===== src/rtl/adc_bus_pkg.sv =====
package adc_bus_pkg;
    typedef enum logic [1:0] {
        ST_IDLE = 2'd0,
        ST_TEST = 2'd1,
        ST_LOAD = 2'd2
    } conv_state_e;
endpackage


===== src/rtl/adc_strobe_edge.sv =====
module adc_strobe_edge (
    input  logic clk,
    input  logic rst_n,
    input  logic cs_n,
    input  logic rd_n,
    input  logic byte_hi,
    output logic rd_active,
    output logic start
);
    typedef struct packed {
        logic seen;
    } strobe_t;

    strobe_t st_d, st_q;

    always_comb begin
        rd_active   = !cs_n && !rd_n;
        st_d        = st_q;
        st_d.seen   = rd_active;
        start       = rd_active && !st_q.seen && !byte_hi;
    end

    always_ff @(posedge clk) begin
        if (!rst_n) st_q <= '0;
        else        st_q <= st_d;
    end

    // a start is only possible on the first cycle of a read
    p_single_start_r11: assert property (@(posedge clk) disable iff (!rst_n)
        start |=> !start);
endmodule


===== src/rtl/adc_sar_seq.sv =====
module adc_sar_seq
    import adc_bus_pkg::*;
#(
    parameter int DATA_W = 12
) (
    input  logic              clk,
    input  logic              rst_n,
    input  logic              start,
    input  logic              cmp_in,
    output logic              busy_n,
    output logic [DATA_W-1:0] trial,
    output logic [DATA_W-1:0] result
);
    localparam int CNT_W = $clog2(DATA_W + 1);
    localparam logic [DATA_W-1:0] MSB_MASK = DATA_W'(1) << (DATA_W - 1);
    localparam logic [DATA_W-1:0] LSB_MASK = DATA_W'(1);

    typedef struct packed {
        conv_state_e       state;
        logic [DATA_W-1:0] sar;
        logic [DATA_W-1:0] mask;
        logic [DATA_W-1:0] latch;
        logic [CNT_W-1:0]  count;
    } seq_t;

    seq_t sq_d, sq_q;

    always_comb begin
        sq_d = sq_q;
        unique case (sq_q.state)
            ST_TEST: begin
                if (cmp_in) sq_d.sar = sq_q.sar | sq_q.mask;
                sq_d.mask  = sq_q.mask >> 1;
                sq_d.count = sq_q.count + CNT_W'(1);
                if (sq_q.mask == LSB_MASK) sq_d.state = ST_LOAD;
            end
            ST_LOAD: begin
                sq_d.latch = sq_q.sar;
                sq_d.state = ST_IDLE;
            end
            default: ;
        endcase
        if (start) begin
            sq_d.state = ST_TEST;
            sq_d.sar   = '0;
            sq_d.mask  = MSB_MASK;
            sq_d.count = '0;
        end
    end

    always_ff @(posedge clk) begin
        if (!rst_n) begin
            sq_q.state <= ST_IDLE;
            sq_q.sar   <= '0;
            sq_q.mask  <= '0;
            sq_q.latch <= '0;
            sq_q.count <= '0;
        end else begin
            sq_q <= sq_d;
        end
    end

    assign busy_n = (sq_q.state == ST_IDLE);
    assign trial  = sq_q.sar | ((sq_q.state == ST_TEST) ? sq_q.mask : '0);
    assign result = sq_q.latch;

    // every bit is tested once before the latch is loaded
    p_bit_count_r7: assert property (@(posedge clk) disable iff (!rst_n)
        (sq_q.state == ST_LOAD) |-> (sq_q.count == CNT_W'(DATA_W)));
    // exactly one trial bit is under test at a time
    p_one_trial_r9: assert property (@(posedge clk) disable iff (!rst_n)
        (sq_q.state == ST_TEST) |-> ($countones(sq_q.mask) == 1));
    // the latch only changes on the load step
    p_latch_hold_r8: assert property (@(posedge clk) disable iff (!rst_n)
        (sq_q.state != ST_LOAD) |=> $stable(sq_q.latch));
endmodule


===== src/rtl/adc_out_mux.sv =====
module adc_out_mux #(
    parameter int DATA_W = 12,
    parameter int BYTE_W = 8
) (
    input  logic              rd_active,
    input  logic              byte_hi,
    input  logic [DATA_W-1:0] result,
    output logic              oe,
    output logic [DATA_W-1:0] data
);
    localparam int HI_W = DATA_W - BYTE_W;

    always_comb begin
        oe   = rd_active;
        data = '0;
        if (rd_active) begin
            data = result;
            if (byte_hi) begin
                data[BYTE_W-1:0] = BYTE_W'(result[DATA_W-1 -: HI_W]);
            end
        end
    end
endmodule


===== src/rtl/adc_bus_read_if.sv =====
module adc_bus_read_if #(
    parameter int DATA_W = 12,
    parameter int BYTE_W = 8
) (
    input  logic              clk,
    input  logic              rst_n,
    input  logic              cs_n,
    input  logic              rd_n,
    input  logic              byte_hi,
    input  logic              cmp_in,
    output logic              busy_n,
    output logic [DATA_W-1:0] dac_code,
    output logic              data_oe,
    output logic [DATA_W-1:0] data_out
);
    localparam int HI_W = DATA_W - BYTE_W;

    logic              rd_active;
    logic              start;
    logic [DATA_W-1:0] result;

    adc_strobe_edge i_strobe (
        .clk       (clk),
        .rst_n     (rst_n),
        .cs_n      (cs_n),
        .rd_n      (rd_n),
        .byte_hi   (byte_hi),
        .rd_active (rd_active),
        .start     (start)
    );

    adc_sar_seq #(.DATA_W(DATA_W)) i_seq (
        .clk    (clk),
        .rst_n  (rst_n),
        .start  (start),
        .cmp_in (cmp_in),
        .busy_n (busy_n),
        .trial  (dac_code),
        .result (result)
    );

    adc_out_mux #(.DATA_W(DATA_W), .BYTE_W(BYTE_W)) i_mux (
        .rd_active (rd_active),
        .byte_hi   (byte_hi),
        .result    (result),
        .oe        (data_oe),
        .data      (data_out)
    );

    // upper lanes always carry the MSBs while driven
    p_msb_lanes_r5: assert property (@(posedge clk) disable iff (!rst_n)
        data_oe |-> (data_out[DATA_W-1 -: HI_W] == result[DATA_W-1 -: HI_W]));
    // high-nibble read zeroes the gap lanes
    p_gap_zero_r4: assert property (@(posedge clk) disable iff (!rst_n)
        (data_oe && byte_hi) |-> (data_out[BYTE_W-1:HI_W] == '0));
    // byte-select high blocks a start
    p_no_start_hi_r6: assert property (@(posedge clk) disable iff (!rst_n)
        byte_hi |-> !start);
    // a start drops busy on the next cycle
    p_start_busy_r6: assert property (@(posedge clk) disable iff (!rst_n)
        start |=> !busy_n);
    // no drive outside a read cycle
    p_hiz_r2: assert property (@(posedge clk) disable iff (!rst_n)
        (cs_n || rd_n) |-> !data_oe);
endmodule


===== config.mk =====
export PLATFORM = sky130hd
export DESIGN_NAME = adc_bus_read_if
export DESIGN_NICKNAME = d
export VERILOG_FILES = /design/src/rtl/adc_bus_pkg.sv /design/src/rtl/adc_strobe_edge.sv /design/src/rtl/adc_sar_seq.sv /design/src/rtl/adc_out_mux.sv /design/src/rtl/adc_bus_read_if.sv
export SDC_FILE = /design/constraint.sdc
export NUM_CORES = 1
export LEC_CHECK = 0
export BUFFER_PORTS_ARGS = -buffer_cell sky130_fd_sc_hd__buf_2
export CORE_MARGIN = 4
export CORE_UTILIZATION = 58
export CTS_CLUSTER_SIZE = 30
export DETAILED_ROUTE_END_ITERATION = 6
export HOLD_SLACK_MARGIN = 0.03
export PLACE_DENSITY = 0.83
export SYNTH_ARGS = -nofsm -noshare
export SYNTH_HDL_FRONTEND = slang
export SYNTH_SLANG_ARGS = --single-unit

===== constraint.sdc =====
create_clock -name clk -period 3.25 [get_ports clk]
set_input_delay 0.325 -clock clk [delete_from_list [all_inputs] [get_ports clk]]
set_output_delay 0.325 -clock clk [all_outputs]
set_load 0.02 [all_outputs]

**Word-level counts from Yosys, hierarchy flattened**

Cells that the tools add are included.
W data, S select, Z words.

- Input port bits: 6
- Flip-flop bits (word level): 39
- Output and inout port bits: 26
- Logic and storage cells: 38

- Bitwise logic cells: 3
- Reductions and logical operators: 15
- Equality and inequality tests: 5
- Multiplexer cells: 8

Operators by type and width:

| cell | count |
|---|---|
| $mux W12 | 3 |
| $mux W25 | 1 |
| $mux W24 | 1 |
| $or A12 B12 Y12 | 2 |
| $eq A12 B1 Y1 const B | 1 |
| $mux W8 | 1 |
| $reduce_and A2 Y1 | 3 |
| $logic_not A1 Y1 | 4 |
| $pmux W2 S2 | 1 |
| $reduce_bool A2 Y1 | 2 |
| $logic_and A1 B1 Y1 | 3 |
| $ne A3 B1 Y1 const B | 1 |
| $reduce_bool A3 Y1 | 1 |
| $eq A2 B1 Y1 const B | 1 |
| $eq A2 B2 Y1 const B | 1 |
| $logic_not A2 Y1 | 1 |
| $mux W2 | 1 |
| $ne A2 B1 Y1 const B | 1 |
| $reduce_or A2 Y1 | 1 |
| $not A1 Y1 | 1 |

**Longest topological paths before layout**

- Depth in word-level cells: 6
- Gate-level depth with buffers: 7

**Modules after synthesis**

Synthesis repeated with hierarchy kept, for this count alone.

- Cell total of the unflattened synthesis: 205
- Area, all modules: 1694.1 µm²

By module, submodules not included:

| module | area each (µm²) | cells an instance | times used |
|---|---|---|---|
| adc_sar_seq | 1505.2 | 182 | 1 |
| adc_out_mux | 145.1 | 19 | 1 |
| adc_strobe_edge | 43.8 | 4 | 1 |

**Worst setup path after synthesis**

No wires, ideal clock.

- Path kind: flip-flop to output port
- Start point: reg i_seq.sq_q[41] (netlist name)
- End point: out dac_code[10]
- Required time: 2925 ps
- Path slack: 1692 ps
- Data arrival time: 1233 ps
- Stages on the path, launching flop included: 6
- Path buffers: 2
- Path through: dfxtp_1 inv_1 ha_1 buf_2 buf_1 a21o_1

- Longest elaborated chain between the ends: 3

RTL lines:

| item | line | source |
|---|---|---|
| start, declared | adc_sar_seq.sv:26 | `seq_t sq_d, sq_q;` |
| start signal, assigned | adc_sar_seq.sv:59 | `sq_q <= sq_d;` |
| $eq A2 B1 Y1 | adc_sar_seq.sv:64 | `assign trial = sq_q.sar \| ((sq_q.state == ST_TEST) ? sq_q.mask : '0);` |
| $mux W12 | adc_sar_seq.sv:64 |  |
| $or A12 B12 Y12 | adc_sar_seq.sv:64 |  |
| end, declared | adc_bus_read_if.sv:12 | `output logic [DATA_W-1:0] dac_code,` |

Every way passes these cells.

**Worst setup path in the final report**

- Start point: reg i_seq.sq_q[41] (netlist name)
- End point: out dac_code[1]

Same word-level chain as after synthesis.

==> run metrics <==
status finished clean; Initial Util approximately three fifths; GRT Total Usage 19.4%; Nets approximately 210; worst-skew pair later-pin latency 0.35 ns; initial antenna violation count 0; largest net degree at the start of global routing 26; Port Buffers 31; Power Density approximately 460 nW/um^2; leakage roughly 0.00088 uW; H-tree levels 2; CP required 2.92 ns; # fillers 225; Worst Setup End Kind output port; Synthesized Nets 185; period utilisation layout around 69%; Num Clock Sinks 39; Multi-input gate area 825 sq um; CP Data Arrival Time 1.93 ns; RSZ-0062 raised after global routing false; sequential share of the synthesized area 46.2%; Worst-Margin Slew about 0.88 ns; post-layout min period ~2.3 ns; die width between 60 and 70 microns; synthesis warning total 0; Post-CTS Hold Fix Bufs 0; register area 781 sq um; GP Congestion approximately 0.76; simple-gate share of the synthesized area between 15 and 20%; Synth-to-Final Area Change 11.9%; total power 872 uW; Synth Area in Adders 2.22%; critical path class reg -> out; first-pass GRT wire length around 5400 microns; largest family of logic cells by synthesized area simple AND/OR/NAND/NOR gates; layout cells sized above 1 21.1%; vias in the first global route between 1,000 and 1,500; clock slew at reported path FFs approximately 0.10 ns; die area approximately 3800 sq um; post-synth top area share 46.2%; Iter 0 DRT Violations 25; clock buffer depth 2; most instantiated cells after synthesis dfxtp_1, nor2_1, mux2i_1, nor2b_1, a21o_1; Synth Cell Area roughly 1700 sq um; core area about 2800 sq um; non-filler cells, final around 240; Synth cell types 27; final core occ about two thirds; hpwl dp roughly 2400 microns; total grt overflow 0; TritonCTS Buffers 5; Crit-path slowest cell ha_1; pins over their slew limit 0; Cell Rows 19; CP cell instances inv_1 -> ha_1 -> a21o_1 -> buf_2; Final setup viols 0; synthesis-stage register bit count 39; placed cell count 227; mux contribution to synthesized area approximately 17%; peak supply drop 0.458 mV; Mapped Cells 176; Placement Cell Area around 1800 sq um; Worst Skew slightly above 0.006 ns; Mean Syn Cell Area 9.60 sq um; Setup TNS 0 ns; Post-Synth XOR/XNOR Area 0%; CTS tree yes; biggest area consumer among synthesized cells dfxtp_1; DRC errors left 0; synth top area cells dfxtp_1, mux2i_1, nor2_1, a21o_1, nor2b_1; ys async rst share 0%; CP Max Fanout 23; vias per inst roughly 5.5; Post-synth EDFFs 0; first drt pass iteration count 4; FMAX between 400 and 500 MHz; Routed WL per cell roughly 14 microns; final instance area around 1900 sq um; postcts setup bufs 0; Post-DRT Antenna Nets 0; total routed wirelength roughly 3300 microns; Root Buffer clkbuf_4; DR vias between 1,000 and 1,500; most common cell in the netlist dfxtp_1; Critical Path Max Stage Delay roughly 0.75 ns; type of the worst min-delay path in -> reg; diodes inserted 0; Slew HR approximately 41%; Final Hold Viols 0; Die Y around 62 microns; Synth Flop Type dfxtp_1; Synth Area in Compound Gates approximately 10%; Resize count post-CTS 0; Ports 32; Max-Cap Viols 0; crit path launch type flop
registers in the layout, indices dropped and copies added, names as in the netlist:
name,count
i_seq.sq_q,26
i_seq.result,12
i_strobe.st_q,1
layout by cell type (no fill, tap or decap), drive strengths merged:
cell	Yosys	routed
nand2b	1	1
o21a	1	1
a21o	12	12
a21oi	11	11
nor2	31	31
mux2	1	1
nand2	2	2
o21ai	2	2
and2	10	10
nand4	1	1
mux2i	27	27
inv	4	4
ha	3	3
a31oi	1	1
nor2b	13	13
or2	1	1
dfxtp	39	39
clkbuf	3	8
nor4b	2	2
nor3	1	1
buf	9	32
nor4	1	1
layer usage:
metal	part of all wire [%]	wire length (microns)	up-vias	global-route usage [%]
met2	47	1550	35	31.4
met5	0	0	-	0
met3	6.3	208	6	6.82
met1	45	1460	602	23.6
li1	-	-	639	-
met4	1.6	52	0	7.27
worst max-delay path, delay by kind of cell, from the launching register on:
kind / cells / cell delay [ns]
AO/OA/AOI/OAI: 1 / 0.22
adder cells (fa/ha/maj): 1 / 0.75
buffers and inverters: 2 / 0.28
flip-flops: 1 / 0.33
report_power, final:
group / leakage (uW) / internal (uW) / switching [uW]
Sequential: 0.000314 / 483 / 3.89
Combinational: 0.000524 / 46.0 / 62.4
Clock: 0.0000386 / 127 / 150
final timing paths:
check                              start                          end  slack, ns  depth (start not counted)
min reg2reg  i_seq.sq_q[40]$_SDFFE_PN0P_  i_seq.sq_q[40]$_SDFFE_PN0P_       0.50                          2
min                               cmp_in  i_seq.sq_q[29]$_SDFFE_PP0P_       0.26                          3
max          i_seq.sq_q[41]$_SDFFE_PP0P_                  dac_code[1]        1.0                          4
max reg2reg  i_seq.sq_q[41]$_SDFFE_PP0P_  i_seq.sq_q[39]$_SDFFE_PP0P_       1.28                          5
kinds of logic (layout without fill, tap and decap cells):
logic type	count (synthesis)	count (layout)
flip-flops	39	39
buffers and inverters	16	44
multiplexers	28	28
AND/OR/NAND/NOR	63	63
adder cells (fa/ha/maj)	3	3
AO/OA/AOI/OAI	27	27
layout make-up:
class                      count  area share, %
sequential                    39           41.3
clock buffer                   8           3.64
tap                           31           2.05
timing repair buffer          32           8.60
inverter                       4          0.794
multi-input combinational    121           43.6
stage by stage:
step                setup WS, ns  hold WS [ns]
global route               0.854         0.236
CTS                        0.972         0.244
global placement            1.32         0.471
finish                     0.997         0.257
detailed placement          1.26         0.486
floorplan                   1.69         0.453
No activity file was read; power rests on OpenSTA's default activity.
